**src/rtl/sram_spi_pkg.sv**
```systemverilog
package sram_spi_pkg;

  typedef enum logic [2:0] {
    ST_CMD,
    ST_ADDR,
    ST_WDATA,
    ST_RDATA,
    ST_MWR,
    ST_MRD,
    ST_SKIP
  } sram_state_e;

  // decoded from mode register bits [7:6]
  typedef enum logic [1:0] {
    AM_BYTE = 2'b00,
    AM_SEQ  = 2'b01,
    AM_PAGE = 2'b10,
    AM_RSVD = 2'b11
  } addr_mode_e;

  localparam logic [7:0] OP_READ    = 8'h03;
  localparam logic [7:0] OP_WRITE   = 8'h02;
  localparam logic [7:0] OP_MODE_RD = 8'h05;
  localparam logic [7:0] OP_MODE_WR = 8'h01;
  localparam logic [7:0] MODE_RESET = 8'h40;

endpackage

```
**src/rtl/spi_pin_sync.sv**
```systemverilog
module spi_pin_sync #(
  parameter int SYNC_STAGES = 2
) (
  input  logic clk,
  input  logic rst_n,
  input  logic cs_n,
  input  logic sck,
  input  logic mosi,
  output logic sel,
  output logic sck_rise,
  output logic sck_fall,
  output logic mosi_s
);

  logic [SYNC_STAGES-1:0] cs_q, sck_q, mosi_q;
  logic [SYNC_STAGES-1:0] cs_d, sck_d, mosi_d;
  logic                   sck_prev_q;

  always_comb begin
    cs_d   = {cs_q[SYNC_STAGES-2:0], cs_n};
    sck_d  = {sck_q[SYNC_STAGES-2:0], sck};
    mosi_d = {mosi_q[SYNC_STAGES-2:0], mosi};
  end

  always_ff @(posedge clk or negedge rst_n) begin
    if (!rst_n) begin
      cs_q       <= '1;
      sck_q      <= '0;
      mosi_q     <= '0;
      sck_prev_q <= 1'b0;
    end else begin
      cs_q       <= cs_d;
      sck_q      <= sck_d;
      mosi_q     <= mosi_d;
      sck_prev_q <= sck_q[SYNC_STAGES-1];
    end
  end

  assign sel      = ~cs_q[SYNC_STAGES-1];
  assign mosi_s   = mosi_q[SYNC_STAGES-1];
  assign sck_rise = sel &  sck_q[SYNC_STAGES-1] & ~sck_prev_q;
  assign sck_fall = sel & ~sck_q[SYNC_STAGES-1] &  sck_prev_q;

endmodule

```
**src/rtl/spi_byte_shifter.sv**
```systemverilog
module spi_byte_shifter (
  input  logic       clk,
  input  logic       rst_n,
  input  logic       sel,
  input  logic       sck_rise,
  input  logic       sck_fall,
  input  logic       mosi_s,
  input  logic       tx_load,
  input  logic [7:0] tx_data,
  output logic       byte_done,
  output logic [7:0] rx_byte,
  output logic       miso
);

  logic [2:0] bit_cnt_q, bit_cnt_d;
  logic [6:0] rx_q, rx_d;
  logic [7:0] tx_q, tx_d;
  logic       pend_q, pend_d;

  always_comb begin
    bit_cnt_d = bit_cnt_q;
    rx_d      = rx_q;
    tx_d      = tx_q;
    pend_d    = pend_q;
    if (!sel) begin
      bit_cnt_d = 3'd0;
      tx_d      = 8'h00;
      pend_d    = 1'b0;
    end else begin
      if (sck_rise) begin
        rx_d      = {rx_q[5:0], mosi_s};
        bit_cnt_d = bit_cnt_q + 3'd1;
      end
      if (tx_load) begin
        pend_d = 1'b1;
      end
      if (sck_fall) begin
        if (pend_q) begin
          tx_d   = tx_data;
          pend_d = 1'b0;
        end else begin
          tx_d = {tx_q[6:0], 1'b0};
        end
      end
    end
  end

  always_ff @(posedge clk or negedge rst_n) begin
    if (!rst_n) begin
      bit_cnt_q <= 3'd0;
      rx_q      <= 7'd0;
      tx_q      <= 8'h00;
      pend_q    <= 1'b0;
    end else begin
      bit_cnt_q <= bit_cnt_d;
      rx_q      <= rx_d;
      tx_q      <= tx_d;
      pend_q    <= pend_d;
    end
  end

  assign byte_done = sel & sck_rise & (bit_cnt_q == 3'd7);
  assign rx_byte   = {rx_q, mosi_s};
  assign miso      = tx_q[7];

  // deselection throws away a partial byte and any pending load
  a_r8_deselect_clears: assert property (@(posedge clk) disable iff (!rst_n)
    !sel |=> (bit_cnt_q == 3'd0) && !pend_q);

  // output is quiet once chip select has been seen high
  a_r10_miso_idle: assert property (@(posedge clk) disable iff (!rst_n)
    !sel |=> !miso);

  // a pending load is consumed by the next falling edge
  a_r2_load_on_fall: assert property (@(posedge clk) disable iff (!rst_n)
    sel && sck_fall && pend_q |=> !pend_q || tx_load);

endmodule

```
**src/rtl/sram_cmd_fsm.sv**
```systemverilog
module sram_cmd_fsm
  import sram_spi_pkg::*;
#(
  parameter int ADDR_W     = 8,
  parameter int PAGE_BYTES = 32
) (
  input  logic              clk,
  input  logic              rst_n,
  input  logic              sel,
  input  logic              byte_done,
  input  logic [7:0]        rx_byte,
  output logic              wr_en,
  output logic [ADDR_W-1:0] mem_addr,
  output logic [7:0]        wr_data,
  output logic              tx_load,
  output logic              tx_from_mode,
  output logic [7:0]        mode_reg
);

  localparam logic [ADDR_W-1:0] PMASK = ADDR_W'(PAGE_BYTES - 1);

  sram_state_e       st_q, st_d;
  logic              rd_q, rd_d;
  logic [1:0]        acnt_q, acnt_d;
  logic [ADDR_W-1:0] addr_q, addr_d, addr_adv, addr_inc;
  logic [7:0]        mode_q, mode_d;
  addr_mode_e        amode;
  logic              single;

  assign amode  = addr_mode_e'(mode_q[7:6]);
  assign single = (amode == AM_BYTE) || (amode == AM_RSVD);

  // address step after a data byte, per addressing mode
  always_comb begin
    addr_inc = addr_q + ADDR_W'(1);
    case (amode)
      AM_SEQ:  addr_adv = addr_inc;
      AM_PAGE: addr_adv = (addr_q & ~PMASK) | (addr_inc & PMASK);
      default: addr_adv = addr_q;
    endcase
  end

  always_comb begin
    st_d    = st_q;
    rd_d    = rd_q;
    acnt_d  = acnt_q;
    addr_d  = addr_q;
    mode_d  = mode_q;
    wr_en   = 1'b0;
    tx_load = 1'b0;
    if (!sel) begin
      st_d   = ST_CMD;
      acnt_d = 2'd0;
    end else if (byte_done) begin
      case (st_q)
        ST_CMD: begin
          acnt_d = 2'd0;
          case (rx_byte)
            OP_READ:    begin rd_d = 1'b1; st_d = ST_ADDR; end
            OP_WRITE:   begin rd_d = 1'b0; st_d = ST_ADDR; end
            OP_MODE_RD: begin st_d = ST_MRD; tx_load = 1'b1; end
            OP_MODE_WR: st_d = ST_MWR;
            default:    st_d = ST_SKIP;
          endcase
        end
        ST_ADDR: begin
          addr_d = ADDR_W'({addr_q, rx_byte});
          acnt_d = acnt_q + 2'd1;
          if (acnt_q == 2'd2) begin
            st_d    = rd_q ? ST_RDATA : ST_WDATA;
            tx_load = rd_q;
          end
        end
        ST_WDATA: begin
          wr_en = 1'b1;
          if (single) st_d = ST_SKIP;
          else        addr_d = addr_adv;
        end
        ST_RDATA: begin
          if (single) begin
            st_d = ST_SKIP;
          end else begin
            addr_d  = addr_adv;
            tx_load = 1'b1;
          end
        end
        ST_MWR: begin
          mode_d = rx_byte;
          st_d   = ST_SKIP;
        end
        default: st_d = ST_SKIP;
      endcase
    end
  end

  always_ff @(posedge clk or negedge rst_n) begin
    if (!rst_n) begin
      st_q   <= ST_CMD;
      rd_q   <= 1'b0;
      acnt_q <= 2'd0;
      addr_q <= '0;
      mode_q <= MODE_RESET;
    end else begin
      st_q   <= st_d;
      rd_q   <= rd_d;
      acnt_q <= acnt_d;
      addr_q <= addr_d;
      mode_q <= mode_d;
    end
  end

  assign mem_addr     = addr_q;
  assign wr_data      = rx_byte;
  assign tx_from_mode = (st_q == ST_MRD);
  assign mode_reg     = mode_q;

  // one data byte per selection in byte mode
  a_r5_single_byte: assert property (@(posedge clk) disable iff (!rst_n)
    byte_done && (st_q == ST_WDATA || st_q == ST_RDATA) && (mode_q[7] == mode_q[6])
    |=> st_q == ST_SKIP);

  // page mode folds back to the page start
  a_r6_page_wrap: assert property (@(posedge clk) disable iff (!rst_n)
    byte_done && (st_q == ST_WDATA || st_q == ST_RDATA) && (mode_q[7:6] == 2'b10)
      && ((addr_q & PMASK) == PMASK)
    |=> ((addr_q & PMASK) == '0) && ((addr_q & ~PMASK) == ($past(addr_q) & ~PMASK)));

  // sequential mode folds the whole array back to zero
  a_r7_seq_wrap: assert property (@(posedge clk) disable iff (!rst_n)
    byte_done && (st_q == ST_WDATA || st_q == ST_RDATA) && (mode_q[7:6] == 2'b01)
      && (addr_q == '1)
    |=> addr_q == '0);

  // an ignored opcode keeps the decoder parked for the selection
  a_r9_skip_sticky: assert property (@(posedge clk) disable iff (!rst_n)
    sel && st_q == ST_SKIP |=> st_q == ST_SKIP);

  // the mode register changes only on the byte after the mode-write opcode
  a_r3_mode_guard: assert property (@(posedge clk) disable iff (!rst_n)
    !(byte_done && st_q == ST_MWR) |=> $stable(mode_q));

endmodule

```
**src/rtl/sram_store.sv**
```systemverilog
module sram_store #(
  parameter int DEPTH  = 256,
  parameter int ADDR_W = 8
) (
  input  logic              clk,
  input  logic              wr_en,
  input  logic [ADDR_W-1:0] addr,
  input  logic [7:0]        wr_data,
  output logic [7:0]        rd_data
);

  logic [7:0] mem [DEPTH];

  always_ff @(posedge clk) begin
    if (wr_en) mem[addr] <= wr_data;
  end

  assign rd_data = mem[addr];

endmodule

```
**src/rtl/sram_spi_slave.sv**
```systemverilog
module sram_spi_slave #(
  parameter int DEPTH       = 256,
  parameter int PAGE_BYTES  = 32,
  parameter int SYNC_STAGES = 2
) (
  input  logic clk,
  input  logic rst_n,
  input  logic cs_n,
  input  logic sck,
  input  logic mosi,
  output logic miso
);

  localparam int ADDR_W = $clog2(DEPTH);

  logic              sel, sck_rise, sck_fall, mosi_s;
  logic              byte_done, tx_load, tx_from_mode, wr_en;
  logic [7:0]        rx_byte, tx_data, rd_data, wr_data, mode_reg;
  logic [ADDR_W-1:0] mem_addr;

  spi_pin_sync #(.SYNC_STAGES(SYNC_STAGES)) u_sync (
    .clk(clk), .rst_n(rst_n), .cs_n(cs_n), .sck(sck), .mosi(mosi),
    .sel(sel), .sck_rise(sck_rise), .sck_fall(sck_fall), .mosi_s(mosi_s)
  );

  spi_byte_shifter u_shift (
    .clk(clk), .rst_n(rst_n), .sel(sel), .sck_rise(sck_rise),
    .sck_fall(sck_fall), .mosi_s(mosi_s), .tx_load(tx_load),
    .tx_data(tx_data), .byte_done(byte_done), .rx_byte(rx_byte), .miso(miso)
  );

  sram_cmd_fsm #(.ADDR_W(ADDR_W), .PAGE_BYTES(PAGE_BYTES)) u_fsm (
    .clk(clk), .rst_n(rst_n), .sel(sel), .byte_done(byte_done),
    .rx_byte(rx_byte), .wr_en(wr_en), .mem_addr(mem_addr), .wr_data(wr_data),
    .tx_load(tx_load), .tx_from_mode(tx_from_mode), .mode_reg(mode_reg)
  );

  sram_store #(.DEPTH(DEPTH), .ADDR_W(ADDR_W)) u_mem (
    .clk(clk), .wr_en(wr_en), .addr(mem_addr), .wr_data(wr_data),
    .rd_data(rd_data)
  );

  assign tx_data = tx_from_mode ? mode_reg : rd_data;

endmodule

```
**config.mk**
```make
export PLATFORM = sky130hd
export DESIGN_NAME = sram_spi_slave
export DESIGN_NICKNAME = d
export VERILOG_FILES = /design/src/rtl/sram_spi_pkg.sv /design/src/rtl/spi_pin_sync.sv /design/src/rtl/spi_byte_shifter.sv /design/src/rtl/sram_cmd_fsm.sv /design/src/rtl/sram_store.sv /design/src/rtl/sram_spi_slave.sv
export SDC_FILE = /design/constraint.sdc
export NUM_CORES = 2
export LEC_CHECK = 0
export BUFFER_PORTS_ARGS = -buffer_cell sky130_fd_sc_hd__buf_2
export CAP_MARGIN = 30
export CORE_MARGIN = 3
export CORE_UTILIZATION = 40
export CTS_CLUSTER_SIZE = 20
export DETAILED_ROUTE_END_ITERATION = 7
export GPL_TIMING_DRIVEN = 0
export PLACE_DENSITY = 0.64
export SYNTH_ARGS = -nofsm -noshare
export SYNTH_HDL_FRONTEND = slang
export SYNTH_SLANG_ARGS = --single-unit
```
**constraint.sdc**
```tcl
create_clock -name clk -period 5.45 [get_ports clk]
set_input_delay 0 -clock clk [delete_from_list [all_inputs] [get_ports clk]]
set_output_delay 0 -clock clk [all_outputs]
set_load 0.01 [all_outputs]
```
Yosys cells after proc, flatten, opt, wreduce, memory -nomap -nowiden
Memories as Yosys holds them, arrays and structs flattened.
Cells that the tools add are included.
{"block": "op_classes", "shifts": 0, "n_mul": 0, "n_div": 0, "reduce_logical": 17, "n_addsub": 3, "order_cmp": 0, "n_mux": 35, "n_eq_ne": 18, "n_bitwise": 10}
{"op": "8-bit two-way mux", "count": 5}
{"op": "8-bit one-hot mux with 2 select lines", "count": 2}
{"op": "3-bit two-way mux", "count": 6}
{"op": "3-bit one-hot mux with 3 select lines", "count": 2}
{"op": "8-bit by 2-bit == test with 1-bit output (second input constant)", "count": 2}
{"op": "1-bit two-way mux", "count": 15}
{"op": "2-bit nonzero test", "count": 5}
{"op": "3-bit == test (second input constant)", "count": 3}
{"op": "8-bit by 1-bit adder with 8-bit output (second input constant)", "count": 1}
{"op": "8-bit by 1-bit == test with 1-bit output (second input constant)", "count": 1}
{"op": "8-bit by 3-bit == test with 1-bit output (second input constant)", "count": 1}
{"op": "8-bit by 5-bit OR with 8-bit output", "count": 1}
{"op": "1-bit bitwise AND", "count": 6}
{"op": "2-bit == test (second input constant)", "count": 3}
{"op": "3-bit by 2-bit == test with 1-bit output (second input constant)", "count": 2}
{"op": "3-bit by 1-bit != test with 1-bit output (second input constant)", "count": 2}
{"op": "3-bit AND reduction", "count": 2}
{"op": "5-bit AND reduction", "count": 1}
{"op": "2-bit two-way mux", "count": 2}
{"op": "2-bit one-hot mux with 2 select lines", "count": 1}
{"op": "2-bit AND reduction", "count": 2}
{"op": "4-bit AND reduction", "count": 1}
{"op": "2-bit OR reduction", "count": 2}
{"op": "3-bit by 1-bit adder with 3-bit output (second input constant)", "count": 1}
{"op": "other kinds (12)", "count": 14}
{"block": "word_totals", "n_memories": 1, "latch_bits": 0, "input_bits": 5, "register_bits": 48, "output_inout_bits": 1, "ram_bits": 2048, "rom_bits": 0, "wordCells": 97}
{"name": "u_mem.mem", "words": 256, "width": 8, "read_ports": 1, "rd_clocked_by_memory_dff": 0, "write_ports": 1, "line_no": "sram_store.sv:12", "source": "logic [7:0] mem [DEPTH];"}

Depth between registers and ports, before layout
{"block": "depth", "depth_word": 11, "ltp_mapped": 14}

Hierarchy
From an unflattened synthesis, not the netlist that was laid out.
{"block": "hier_totals", "cells_unflattened": 3774, "hier_area_um2": 80953.9}
{"mod": "sram_store", "area_each_um2": 78332.6, "seq_area_each_um2": 61499.0, "instances": 1, "cells_each": 3539}
{"mod": "sram_cmd_fsm", "area_each_um2": 1408.9, "seq_area_each_um2": 551.8, "instances": 1, "cells_each": 148}
{"mod": "spi_byte_shifter", "area_each_um2": 884.6, "seq_area_each_um2": 475.5, "instances": 1, "cells_each": 68}
{"mod": "spi_pin_sync", "area_each_um2": 196.4, "seq_area_each_um2": 177.7, "instances": 1, "cells_each": 10}
{"mod": "sram_spi_slave", "area_each_um2": 131.4, "seq_area_each_um2": 0.0, "instances": 1, "cells_each": 9}

Worst setup path after synthesis
No wires, ideal clock.
{"block": "synth_path", "path_type": "register to register", "start": "reg u_sync.mosi_q[1]", "end": "reg u_shift.pend_q", "path_stages_with_launch": 7, "path_slack_ns": 0.865, "t_arrival_ns": 4.513, "required_time_ns": 5.378, "period_less_slack_ns": 4.585, "path_cell_list": "dfrtp_1 -> inv_1 -> nor3b_1 -> a21oi_1 -> a2111oi_0 -> a21oi_1 -> nor2_1"}
{"block": "synth_via", "elab_chain_len": 9}
{"item": "start: declaration", "line_no": "spi_pin_sync.sv:15", "source": "logic [SYNC_STAGES-1:0] cs_q, sck_q, mosi_q;"}
{"item": "start signal: assignment", "line_no": "spi_pin_sync.sv:34", "source": "mosi_q <= mosi_d;"}
{"item": "8-bit by 3-bit == test with 1-bit output (*)", "line_no": "sram_cmd_fsm.sv:58", "source": "case (rx_byte)"}
{"item": "1-bit two-way mux (*)", "line_no": "sram_cmd_fsm.sv:58"}
{"item": "1-bit one-hot mux with 3 select lines (*)", "line_no": "sram_cmd_fsm.sv:55", "source": "case (st_q)"}
{"item": "1-bit two-way mux (*)", "line_no": "sram_cmd_fsm.sv:54", "source": "end else if (byte_done) begin"}
{"item": "1-bit two-way mux (*)", "line_no": "sram_cmd_fsm.sv:51", "source": "if (!sel) begin"}
{"item": "1-bit two-way mux (*)", "line_no": "spi_byte_shifter.sv:34", "source": "if (tx_load) begin"}
{"item": "1-bit two-way mux", "line_no": "spi_byte_shifter.sv:38", "source": "if (pend_q) begin"}
{"item": "1-bit two-way mux (*)", "line_no": "spi_byte_shifter.sv:37", "source": "if (sck_fall) begin"}
{"item": "1-bit two-way mux (*)", "line_no": "spi_byte_shifter.sv:25", "source": "if (!sel) begin"}
{"item": "via u_shift.pend_d", "line_no": "spi_byte_shifter.sv:18", "source": "logic pend_q, pend_d;"}
{"item": "end signal: assignment", "line_no": "spi_byte_shifter.sv:58", "source": "pend_q <= pend_d;"}
{"item": "end: declaration", "line_no": "spi_byte_shifter.sv:18"}
Mark *: on every way through the listed nets, which the timed path passes. The rest lies on a longest branch.
A chain may end at the register's enable or synchronous reset.

Final worst setup path
{"block": "layout_path", "start": "reg u_fsm.addr_q[2] (netlist: u_fsm.mem_addr[2])", "end": "reg u_shift.tx_q[5]"}
{"block": "layout_via", "elab_chain_len": 5}
{"item": "start: declaration", "line_no": "sram_cmd_fsm.sv:25", "source": "logic [ADDR_W-1:0] addr_q, addr_d, addr_adv, addr_inc;"}
{"item": "start signal: assignment", "line_no": "sram_cmd_fsm.sv:107", "source": "addr_q <= addr_d;"}
{"item": "memory 256 x 8 bit"}
{"item": "8-bit two-way mux", "line_no": "sram_spi_slave.sv:43", "source": "assign tx_data = tx_from_mode ? mode_reg : rd_data;"}
{"item": "8-bit two-way mux", "line_no": "spi_byte_shifter.sv:38"}
{"item": "8-bit two-way mux", "line_no": "spi_byte_shifter.sv:37"}
{"item": "8-bit two-way mux", "line_no": "spi_byte_shifter.sv:25"}
{"item": "end signal: assignment", "line_no": "spi_byte_shifter.sv:57", "source": "tx_q <= tx_d;"}
{"item": "end: declaration", "line_no": "spi_byte_shifter.sv:17", "source": "logic [7:0] tx_q, tx_d;"}
Every way passes these cells. The select of a mux whose other input is x is not followed.

==> metrics.txt <==
data arrival time of the worst path=6360 ps; largest register by flop count=u_mem.mem; Total Neg Setup Slack=-19420 ps; Synth async-reset ratio=2.29%; max FFs per register=2048; crit-path cells=buf_2 > inv_2 > buf_2 > clkbuf_4 > clkbuf_2 > mux2i_1 > a32oi_1 > nand2_1 > a31oi_1 > nand2_1 > nand3_1; CP startpoint kind=flip-flop; initial antenna violation count=23; worst slew margin relative to its limit=18.1%; P_leak=28.9 nW; clock sink count=2096; fill count=16800; post-synthesis sequential element count=2096; antenna-violating nets left=0; Avg Cell Area, Syn=20.5 um^2; Routed WL=309 mm; root buffer cell=clkbuf_16; Die Area=210000 um^2; Routed WL per cell=43.1 um; failing checks=setup timing; Die W=458 um; MaxCap Viol Count=0; Die H=458 um; biggest cell delay along the critical path=830 ps; count leader, synth=edfxtp_1; gr ovfl total=0; initial DRC count=9196; CTS buffer count=208; Critical Path RT=6050 ps; Fmax achieved=0.174 GHz; Synth area leader=edfxtp_1; mapped cell area=81800 um^2; crit share post-route=106%; first-pass iteration count of the detailed router=8; r2r setup slk=-300 ps; Global Route Usage Sum=29.2%; sequential area share after synthesis=76.6%; Core ar.=203000 um^2; Final Hold Viols=0; Synth top cells by count=edfxtp_1, mux4_2, nor2_1; end of the critical path=u_shift.tx_q[5]; Vias=47200; Synth cell types=71; largest cells by area after synthesis=edfxtp_1, mux4_2, nor2_1; CP Max Fanout=10; clock period minus worst slack=5750 ps; Post-Syn Nets=4008; largest net degree at the start of global routing=96; worst reg2reg path endpoint=u_shift.tx_q[5]; row count=165; number of global-route vias before repair=44400; H-Tree Depth=4; Starting Density=40.4%; Slew Viols, Final=0; clk_skew=65.6 ps; CTS max path bufs=3; first-pass GRT wire length=407 mm; detailed-route DRC error count=0; status=finished, violations left; Setup WS pre-CTS=-999 ps; Worst R2R Path Depth=11; # nets final=4332; DPL Wire Length=207 mm; IO buf count=5; TritonCTS clock tree=yes; Worst-path clk slew=60 ps; Final setup viols=307; Vias/cell=6.59; share of the synthesized area in the top cell type=75.1%; RSZ-0062 raised after global routing=yes; PnR worst setup slack=-304 ps; number of synthesized flops with an enable pin=2048; Worst Tran Pin Value=1230 ps; boundary pin count=6; class of the worst hold path=in -> async; GP Congestion=1.02; Critical Path Start=u_fsm.mem_addr[2]; post-CTS setup buffer count=0; hold slack=226 ps; Crit Path Class=reg -> reg; Synth Warn #=0; power per cell area=384 nW/um^2; Crit-path slowest cell=mux2i_1; worst skew pair latency=870 ps; Layout area overhead=14.8%; ys flop type=edfxtp_1; VDD IR-drop max=0.000322 V; crit end category=flip-flop; Gate Count Post-Synth=3994; share of cells above drive strength 1=26.0%; Worst R2R Start=u_fsm.mem_addr[2]
==> placed cells by master (no fill, tap or decap), types with 10 or more instances in the layout <==
| master | netlist | routed |
|---|---|---|
| mux2_2 | 23 | 23 |
| dfrtp_1 | 45 | 37 |
| nand3_1 | 47 | 46 |
| mux2i_1 | 85 | 85 |
| buf_2 | 65 | 75 |
| a31oi_1 | 26 | 26 |
| o21ai_1 | 15 | 15 |
| buf_16 | 0 | 27 |
| clkinv_1 | 0 | 56 |
| mux4_2 | 503 | 503 |
| nand2b_1 | 14 | 14 |
| buf_4 | 49 | 72 |
| nor3_1 | 17 | 15 |
| clkbuf_4 | 0 | 10 |
| nand2_1 | 210 | 210 |
| clkinv_2 | 0 | 34 |
| nor2_2 | 0 | 53 |
| clkbuf_1 | 94 | 104 |
| a21oi_1 | 61 | 60 |
| nor2b_1 | 13 | 13 |
| clkbuf_2 | 0 | 20 |
| buf_6 | 18 | 32 |
| nor2_1 | 321 | 268 |
| o21ai_0 | 50 | 50 |
| buf_8 | 0 | 30 |
| a32oi_1 | 14 | 13 |
| a22oi_1 | 47 | 47 |
| clkbuf_16 | 0 | 208 |
| a211oi_1 | 10 | 10 |
| a221oi_1 | 14 | 13 |
| o22ai_1 | 35 | 35 |
| bufinv_16 | 0 | 19 |
| edfxtp_1 | 2048 | 2048 |
==> metal layers <==
| metal | vias to the layer above | share of wire, % | track usage (%) |
|---|---|---|---|
| li1 | 17200 | - | - |
| met1 | 24900 | 35 | 37.7 |
| met2 | 4175 | 42 | 40.9 |
| met3 | 914 | 15 | 12.0 |
| met4 | 24 | 7.5 | 17.8 |
| met5 | - | 0.12 | 0.827 |
==> worst min-delay path by stage <==
stage | start | end | slack, ps | cells past startpoint
after floorplan | rst_n | u_fsm.acnt_q[0] | -300 | 0
after global placement | cs_n | u_sync.cs_q[0] | 110 | 1
after detailed placement | rst_n | u_sync.mosi_q[0] | 10 | 1
after CTS | rst_n | u_sync.cs_q[0] | 200 | 3
after global routing | rst_n | u_sync.cs_q[1] | 230 | 3
final | rst_n | u_sync.cs_q[1] | 230 | 3
==> power by group <==
| part | leakage [nW] | internal, mW | switching, mW |
|---|---|---|---|
| Clock | 3.27 | 7.96 | 6.45 |
| Combinational | 6.42 | 0.381 | 1.68 |
| Sequential | 19.2 | 19.3 | 0.324 |
==> cell type report <==
class	instances	area, um^2	share of cell area [%]
inverter	12	45.0	0.0479
sequential	2096	62700	66.8
timing repair buffer	118	1730	1.84
clock inverter	137	1410	1.50
tap	2672	3340	3.56
buffer	235	1350	1.44
multi-input combinational	1647	18000	19.1
clock buffer	245	5340	5.69
antenna	7	17.5	0.0186
==> metrics by stage <==
stage / utilization [%] / cells / cell area (um^2) / power (mW)
global route: 46.3 / 7163 / 93900 / 36.8
CTS: 46.3 / 7153 / 93800 / 36.0
global placement: 42.0 / 6671 / 85200 / 22.1
detailed placement: 42.8 / 6765 / 86800 / 22.0
finish: 46.3 / 7169 / 94000 / 36.1
floorplan: - / 3994 / 81800 / 20.9
==> kinds of logic (layout without fill, tap and decap cells) <==
kind of cell / Yosys count / after routing / synth area share [%]
other: 0 / 7 / 0
flip-flops: 2096 / 2096 / 76.6
multiplexers: 615 / 615 / 15.3
XOR/XNOR: 1 / 1 / 0.0107
AO/OA/AOI/OAI: 346 / 346 / 2.85
buffers and inverters: 251 / 747 / 1.64
AND/OR/NAND/NOR: 676 / 676 / 3.49
adder cells (fa/ha/maj): 9 / 9 / 0.138
==> what timing repair did <==
item,in CTS,in global routing
cloned,0,0
resized for setup,53,21
hold buffers,9,0
endpoints found under the hold margin,51,0
endpoints found under the setup margin,1318,387
==> worst max-delay path, delay by kind of cell, from the launching register on <==
kind / cells / cell delay [ps]
buf+inv: 5 / 3120
mux: 1 / 830
simple gates: 3 / 690
flops: 1 / 420
compound gates: 2 / 320
(Power assumes the default switching activity.)
